[src/rtl/pgwr_pkg.sv]
// Shared types for the page write commit unit.
package pgwr_pkg;
    // Phase of the commit sequencer.
    typedef enum logic [1:0] {
        PH_FILL = 2'd0,   // gathering bytes
        PH_WAIT = 2'd1,   // program delay
        PH_PROG = 2'd2    // scanning slots into the array
    } phase_t;
endpackage

[src/rtl/pgwr_slots.sv]
// Page slot storage: one data register and one written-flag per slot.
// Assumes at most one write per cycle; clr has priority over wr_en.
module pgwr_slots #(
    parameter int PAGE_BYTES = 8,
    parameter int DATA_W     = 8,
    parameter int IDX_W      = 3
) (
    input  logic                                  clk,
    input  logic                                  rst_n,
    input  logic                                  clr,
    input  logic                                  wr_en,
    input  logic [IDX_W-1:0]                      wr_idx,
    input  logic [DATA_W-1:0]                     wr_data,
    output logic [PAGE_BYTES-1:0][DATA_W-1:0]     slot_data,
    output logic [PAGE_BYTES-1:0]                 slot_vld
);
    for (genvar g = 0; g < PAGE_BYTES; g++) begin : g_slot
        // Hold one byte and its written flag.
        always_ff @(posedge clk) begin
            if (!rst_n) begin
                slot_data[g] <= '0;
                slot_vld[g]  <= 1'b0;
            end else if (clr) begin
                slot_vld[g]  <= 1'b0;
            end else if (wr_en && (wr_idx == IDX_W'(g))) begin
                slot_data[g] <= wr_data;
                slot_vld[g]  <= 1'b1;
            end
        end
    end
endmodule

[src/rtl/pgwr_seq.sv]
// Commit sequencer: program delay of WAIT_CYC cycles, then one slot per
// cycle in ascending order. Assumes WAIT_CYC >= 1.
module pgwr_seq
    import pgwr_pkg::*;
#(
    parameter int PAGE_BYTES = 8,
    parameter int WAIT_CYC   = 250000,
    parameter int IDX_W      = 3
) (
    input  logic             clk,
    input  logic             rst_n,
    input  logic             stop_stb,
    input  logic             wp,
    input  logic             any_vld,
    output logic             busy,
    output logic             prog,
    output logic             done,
    output logic [IDX_W-1:0] scan_idx
);
    localparam int CNT_W = (WAIT_CYC > 1) ? $clog2(WAIT_CYC) : 1;
    localparam logic [CNT_W-1:0] CNT_LAST  = CNT_W'(WAIT_CYC - 1);
    localparam logic [IDX_W-1:0] SLOT_LAST = IDX_W'(PAGE_BYTES - 1);

    phase_t           phase;
    logic [CNT_W-1:0] cnt;

    // Advance the phase, the delay counter and the slot scan.
    always_ff @(posedge clk) begin
        if (!rst_n) begin
            phase    <= PH_FILL;
            cnt      <= '0;
            scan_idx <= '0;
        end else begin
            case (phase)
                PH_FILL: if (stop_stb && any_vld && !wp) begin
                    phase <= PH_WAIT;
                    cnt   <= '0;
                end
                PH_WAIT: if (cnt == CNT_LAST) begin
                    phase    <= PH_PROG;
                    scan_idx <= '0;
                end else begin
                    cnt <= cnt + CNT_W'(1);
                end
                PH_PROG: if (scan_idx == SLOT_LAST) begin
                    phase <= PH_FILL;
                end else begin
                    scan_idx <= scan_idx + IDX_W'(1);
                end
                default: phase <= PH_FILL;
            endcase
        end
    end

    // Decode phase outputs.
    always_comb begin
        busy = (phase != PH_FILL);
        prog = (phase == PH_PROG);
        done = prog && (scan_idx == SLOT_LAST);
    end
endmodule

[src/rtl/pgwr_commit.sv]
// Page-buffered write commit unit. Gathers bytes of one write transaction
// in a page buffer, then after the end strobe runs a timed program cycle
// and writes only the flagged slots to the array. Assumes the slave never
// asserts byte_vld in the same cycle as stop_stb.
module pgwr_commit #(
    parameter int ADDR_W     = 8,
    parameter int DATA_W     = 8,
    parameter int PAGE_BYTES = 8,
    parameter int WAIT_CYC   = 250000
) (
    input  logic              clk,
    input  logic              rst_n,
    input  logic              txn_begin,
    input  logic [ADDR_W-1:0] txn_addr,
    input  logic              byte_vld,
    input  logic [DATA_W-1:0] byte_data,
    input  logic              stop_stb,
    input  logic              abort_stb,
    input  logic              wp,
    output logic              arr_we,
    output logic [ADDR_W-1:0] arr_addr,
    output logic [DATA_W-1:0] arr_wdata,
    output logic              busy,
    output logic [ADDR_W-1:0] next_addr
);
    localparam int IDX_W = $clog2(PAGE_BYTES);

    logic [ADDR_W-1:0]                ptr;
    logic [PAGE_BYTES-1:0][DATA_W-1:0] slot_data;
    logic [PAGE_BYTES-1:0]            slot_vld;
    logic                             any_vld;
    logic                             prog;
    logic                             done;
    logic [IDX_W-1:0]                 scan_idx;
    logic                             take_byte;
    logic                             drop_all;

    // Decide which inputs are accepted while gathering.
    always_comb begin
        take_byte = !busy && byte_vld && !txn_begin && !abort_stb;
        drop_all  = done || (!busy && (txn_begin || abort_stb || (stop_stb && wp)));
        any_vld   = |slot_vld;
    end

    // Word pointer: load on start, wrap-increment low bits per byte.
    always_ff @(posedge clk) begin
        if (!rst_n) begin
            ptr <= '0;
        end else if (!busy && txn_begin) begin
            ptr <= txn_addr;
        end else if (take_byte) begin
            ptr[IDX_W-1:0] <= ptr[IDX_W-1:0] + IDX_W'(1);
        end
    end

    pgwr_slots #(
        .PAGE_BYTES(PAGE_BYTES), .DATA_W(DATA_W), .IDX_W(IDX_W)
    ) u_slots (
        .clk      (clk),
        .rst_n    (rst_n),
        .clr      (drop_all),
        .wr_en    (take_byte),
        .wr_idx   (ptr[IDX_W-1:0]),
        .wr_data  (byte_data),
        .slot_data(slot_data),
        .slot_vld (slot_vld)
    );

    pgwr_seq #(
        .PAGE_BYTES(PAGE_BYTES), .WAIT_CYC(WAIT_CYC), .IDX_W(IDX_W)
    ) u_seq (
        .clk     (clk),
        .rst_n   (rst_n),
        .stop_stb(stop_stb),
        .wp      (wp),
        .any_vld (any_vld),
        .busy    (busy),
        .prog    (prog),
        .done    (done),
        .scan_idx(scan_idx)
    );

    // Array write port driven from the current scan slot.
    always_comb begin
        arr_we    = prog && slot_vld[scan_idx];
        arr_addr  = {ptr[ADDR_W-1:IDX_W], scan_idx};
        arr_wdata = slot_data[scan_idx];
        next_addr = ptr;
    end
endmodule

[config.mk]
export PLATFORM = sky130hd
export DESIGN_NAME = pgwr_commit
export DESIGN_NICKNAME = d
export VERILOG_FILES = /design/src/rtl/pgwr_pkg.sv /design/src/rtl/pgwr_slots.sv /design/src/rtl/pgwr_seq.sv /design/src/rtl/pgwr_commit.sv
export SDC_FILE = /design/constraint.sdc
export NUM_CORES = 1
export LEC_CHECK = 0
export ABC_AREA = 1
export ABC_CLOCK_PERIOD_IN_PS = 2100
export BUFFER_PORTS_ARGS = -buffer_cell sky130_fd_sc_hd__buf_4
export CAP_MARGIN = 20
export CORE_AREA = 2 2 82 116
export CTS_BUF_LIST = sky130_fd_sc_hd__clkbuf_4 sky130_fd_sc_hd__clkbuf_8 sky130_fd_sc_hd__clkbuf_16
export DETAILED_ROUTE_END_ITERATION = 10
export DIE_AREA = 0 0 84 118
export MAX_ROUTING_LAYER = met4
export PLACE_DENSITY = 0.78
export SETUP_SLACK_MARGIN = 0.1
export SLEW_MARGIN = 20
export SYNTH_ARGS = -nofsm -noshare
export SYNTH_HDL_FRONTEND = slang
export SYNTH_SLANG_ARGS = --single-unit
[constraint.sdc]
create_clock -name clk -period 2.1 [get_ports clk]
set_input_delay 0.105 -clock clk [delete_from_list [all_inputs] [get_ports clk]]
set_output_delay 0.105 -clock clk [all_outputs]
set_load 0.01 [all_outputs]
# Yosys cells after proc, flatten, opt, wreduce, memory -nomap -nowiden
# Index checks and enable logic that the tools add are counted.
# word_totals
latchBits	0
input_bits	23
output_inout_bits	26
memories	0
register_bits	103
ram_bits	0
romBits	0
# op_classes
magnitude_cmp	1
add_sub_neg	3
n_eq_ne	16
muxes	16
bitwise	2
n_shift	0
n_reduce_logical	44
div	0
multipliers	0
# op_table
operator	count
18-bit two-way mux	2
18-bit one-hot mux with 2 select lines	1
8-bit binary-select mux with 3-bit select	1
18-bit by 1-bit adder with 18-bit output, second input constant	1
18-bit == test, second input constant	1
1-bit logical AND	18
2-bit AND reduction	8
3-bit == test, second input constant	5
3-bit two-way mux	4
3-bit AND reduction	3
8-bit two-way mux	1
2-bit nonzero test	4
8-bit OR reduction	1
3-bit by 1-bit adder with 3-bit output, second input constant	2
3-bit by 2-bit == test with 1-bit output, second input constant	2
2-bit two-way mux	3
2-bit by 1-bit inequality test with 1-bit output, second input constant	3
2-bit one-hot mux with 3 select lines	1
3-bit one-hot mux with 2 select lines	1
1-bit zero test	4
3-bit by 4-bit < comparator with 1-bit output, second input constant	1
2-bit inequality test, second input constant	2
1-bit binary-select mux with 3-bit select	1
3-bit by 1-bit == test with 1-bit output, second input constant	1
8 further kinds	11

# Logic depth before layout (Yosys ltp)
# logic_depth
ltp_word	7
ltp_mapped	11
ltp_nobuf	11

# Hierarchy
# From an unflattened synthesis, not the netlist that was laid out.
# hier_totals
cells_unflattened	1005
area_unflattened_um2	6162.2
# modules_own_cells
mod	area_each_um2	instances	seq_area_each_um2	cells_each
pgwr_slots	3220.6	1	1441.4	493
pgwr_seq	1701.6	1	460.4	270
pgwr_commit	1239.9	1	160.2	242

# Worst setup path after synthesis
# No wires, ideal clock.
# synth_path
path_kind	register to register
startpoint	register u_seq.scan_idx[0]
endpoint	register u_slots.slot_data[46] in the netlist's numbering
path_stages_with_launch	8
required_time_ns	1.981
path_slack_ns	0.533
setup_ns	0.119
n_path_buf	1
arrival_ns	1.447
cell_sequence	dfxtp_1 ha_1 ha_1 a21oi_2 nand2_1 buf_2 o21ai_1 a21oi_1
# synth_via
elab_chain_cells	5
# synth_lines
item	line	text
from (decl)	pgwr_seq.sv:18	output logic [IDX_W-1:0] scan_idx
from (signal assigned)	pgwr_seq.sv:48	scan_idx <= scan_idx + IDX_W'(1);
3-bit == test	pgwr_seq.sv:59	done = prog && (scan_idx == SLOT_LAST);
1-bit logical AND	pgwr_seq.sv:59	
1-bit logical OR	pgwr_commit.sv:41	drop_all = done || (!busy && (txn_begin || abort_stb || (stop_stb && wp)));
1-bit inverter (no source line)	--	
2-bit AND reduction (no source line)	--	
to (signal, indexed assignment)	pgwr_slots.sv:26	slot_data[g] <= wr_data;
to (decl)	pgwr_slots.sv:14	output logic [PAGE_BYTES-1:0][DATA_W-1:0] slot_data,
# No other way between the ends.
# A chain may end at the register's enable or synchronous reset.

# Worst setup path after layout
# layout_path
startpoint	register u_seq.scan_idx[1]
endpoint	output port arr_wdata[1]
# layout_via
elab_chain_cells	2
# layout_lines
item	line	text
8-bit binary-select mux with 3-bit select	pgwr_commit.sv:87	arr_wdata = slot_data[scan_idx];
8-bit two-way mux (implied by the code)	pgwr_commit.sv:87	
to (decl)	pgwr_commit.sv:22	output logic [DATA_W-1:0] arr_wdata,
# No other way between the ends. The select of a mux whose other input is x is not followed.

==> results by group <==
Timing
  • Worst slew margin: about 65%
  • Actual slew at the worst max-slew pin: 521 ps
  • Hold Vio Cnt, Final: 0
  • Max Clock Freq: 520 MHz
  • Minimum clock period: slightly below 2000 ps
  • Tcrit/Tclk final: 91.6%
  • Slew Viols, Final: 0
  • Final setup viols: 0
  • Clock Skew: 5.87 ps
  • Setup_tns: 0 ps
  • RSZ-0062 raised after global routing: true

Synth
  • Post-synthesis sequential area ratio: 40.4%
  • Yosys warning count: 0
  • Mapped Area: 5100 sq um
  • Synth Register Bits: 103
  • Post-synth cell types: 32
  • Total nets after synthesis: 754
  • Syn Area/Cell: roughly 7.1 sq um
  • Cells after Synth: 722

Worst hold path
  • Worst Hold Path EP: next_addr[4]
  • WHS Path Cells: 3
  • Path type of the worst min-delay path: input port to flop
  • Worst Hold Launch: txn_addr[4]

Floorplanning
  • Core Region: 8870 sq um
  • Die height: around 120 um
  • Initial core utilization: 57.5%
  • Die area: 9910 sq um
  • Row count: 41
  • I/O pin cnt: 49
  • Chip width: ~84 um

Finish
  • Share of layout cells above drive strength 1: 15.8%
  • Reg area: around 2100 sq um
  • Area Overhead vs Synth: 15.5%
  • Nets: 795
  • Area of the multi-input gates: roughly 2600 sq um
  • Inserted Diodes: 0
  • Fillers: 782

Routing
  • Antenna viol nets, final: 0
  • Drt total wl: 12900 um
  • Via/cell ratio: 5.66
  • Drt initial violations: 365
  • DRC Markers: 0
  • Drt wl/cell: 14.8 um
  • First-pass DRT Iterations: 5
  • DR vias: between 4000 and 5000

Clocking
  • Worst-path clk slew: around 60 ps
  • CTS Buf Count: 9
  • CTS tree: done
  • # hold bufs at CTS: 0
  • Clk sinks: 103
  • Clock Path Buffers: 2
  • Worst skew pair latency: 350 ps
  • H-tree depth: 3
  • Clock root buffer: clkbuf_16

GRT
  • Global Route Usage Sum: 27.1%
  • Total gr overflow: 0
  • First-pass GRT wire length: 21300 um
  • Initial antenna violation count: 0
  • Vias in the first global route: 4523
  • Largest net degree at the start of global routing: 50

Setup path
  • FF-to-FF path depth: 7
  • FF-to-FF End: u_slots.slot_data[62]
  • Critical Path RT: 2000 ps
  • Worst Setup Path Type: flop to primary output
  • R2r startpoint: u_seq.scan_idx[1]
  • R2R Setup Slk: between 200 and 250 ps
  • Arr. time, crit path: 1820 ps
  • Critical path peak fanout: 11
  • Worst Setup End Kind: primary output
  • CP Launch Type: flop

Placement
  • Post-DP HPWL: ~9000 um
  • Port bufs: 48
  • Gpl congestion: 0.924

Power
  • Power Dens Cells: 648 nW/um^2
  • Peak VDD IR: 0.000727 V
  • Total power: ~3.8 mW
  • Leakage: roughly 2.2 nW

Run
  • # Max-Cap Violations: 0

Run status
  • Status: completed
layout by cell type (no fill, tap or decap), types with 7 or more instances in the layout:
master	instances
a21oi_1	119
nand2_1	105
dfxtp_1	102
nor2_1	76
nand3_1	70
o21ai_0	66
buf_4	65
inv_1	64
o21ai_1	10
ha_1	9
clkbuf_16	9
a31oi_1	7
nand2_2	7
nand4_1	7
synthesized netlist by cell type, drive strengths merged:
cell type | n | share of area (%)
and3 | 1 | 0.12
buf | 22 | 3.4
nand2 | 114 | 8.8
clkbuf | 17 | 1.3
nor3b | 1 | 0.15
a21oi | 123 | 12
a22oi | 3 | 0.44
inv | 67 | 4.9
dfxtp | 103 | 40
ha | 9 | 2.2
clkinv | 3 | 0.22
or2 | 5 | 0.61
nor2 | 79 | 6.3
nor3 | 8 | 1.6
nand4 | 7 | 0.86
xor2 | 3 | 0.52
nand3 | 71 | 7.1
o21ai | 76 | 7.5
a31oi | 9 | 1.1
and2 | 1 | 0.12
stage by stage:
step	instances	worst slack (ps)	utilization [%]	hold slack (ps)	area [sq um]
2_1_floorplan	722	533	-	269	5100
3_3_place_gp	851	166	61.4	360	5450
3_5_place_dp	851	105	61.4	368	5450
4_1_cts	868	85.8	65.2	7.92	5780
5_1_grt	875	68.1	66.3	35.7	5890
6_report	875	176	66.3	12.0	5890
registers in the layout (all words and copies together), names as in the netlist:
| register | flops |
|---|---|
| u_slots.slot_data | 64 |
| u_seq.scan_idx | 3 |
| u_seq.cnt | 18 |
| u_slots.slot_vld | 8 |
| u_seq.phase | 2 |
| next_addr | 8 |
layout make-up:
type	instances	share of cell area [%]
Timing Repair Buffer	69	9.71
Sequential cell	103	35.1
Clock buffer	11	4.19
Clock inverter	5	0.574
Multi-Input combinational cell	510	43.6
Tap cell	107	2.27
Inverter	70	4.59
worst max path at each step:
stage	to	slack, ps	cells after the start	startpoint
global placement	u_slots.slot_data[1]	170	7	u_seq.phase[1]
global route	arr_wdata[2]	70	9	u_seq.scan_idx[1]
detailed placement	u_slots.slot_data[16]	110	6	u_seq.scan_idx[0]
floorplan	u_slots.slot_data[46]	530	7	u_seq.scan_idx[0]
finish	arr_wdata[1]	180	9	u_seq.scan_idx[1]
CTS	arr_wdata[0]	90	9	u_seq.scan_idx[1]
worst max-delay path: stages, from the launching register on:
cell	delay, ps
dfxtp_4	370
buf_12	130
clkinvlp_4	80
buf_6	150
a21oi_1	100
o21ai_0	140
nand2_1	90
nor2_1	50
a31oi_2	200
buf_4	160
power breakdown:
part / internal (mW) / switching (mW)
clock: 0.847 / 0.718
sequential: 1.97 / 0.0170
combinational: 0.103 / 0.164
layer usage:
metal | wire length [um] | GRT usage, % | part of all wire (%) | vias to the layer above
met4 | 554 | 13.7 | 4.3 | 0
li1 | - | - | - | 2497
met2 | 6630 | 47.4 | 51 | 171
met5 | 0 | - | 0 | -
met1 | 5030 | 30.5 | 39 | 2233
met3 | 699 | 2.73 | 5.4 | 48
cell families (layout without fill, tap and decap cells):
| family | count (synthesis) | count (layout) | share of synthesized area (%) |
|---|---|---|---|
| adder cells (fa/ha/maj) | 9 | 9 | 2.21 |
| AND/OR/NAND/NOR | 287 | 287 | 25.6 |
| AO/OA/AOI/OAI | 211 | 211 | 21.4 |
| buffers and inverters | 109 | 155 | 9.84 |
| flip-flops | 103 | 103 | 40.4 |
| XOR/XNOR | 3 | 3 | 0.515 |
what timing repair did:
item,CTS,global route
pin swaps,0,3
gates resized for setup,6,11
endpoints found under the setup margin,9,63
setup buffers,0,7
cloned,1,0
No activity file was read; power rests on OpenSTA's default activity.
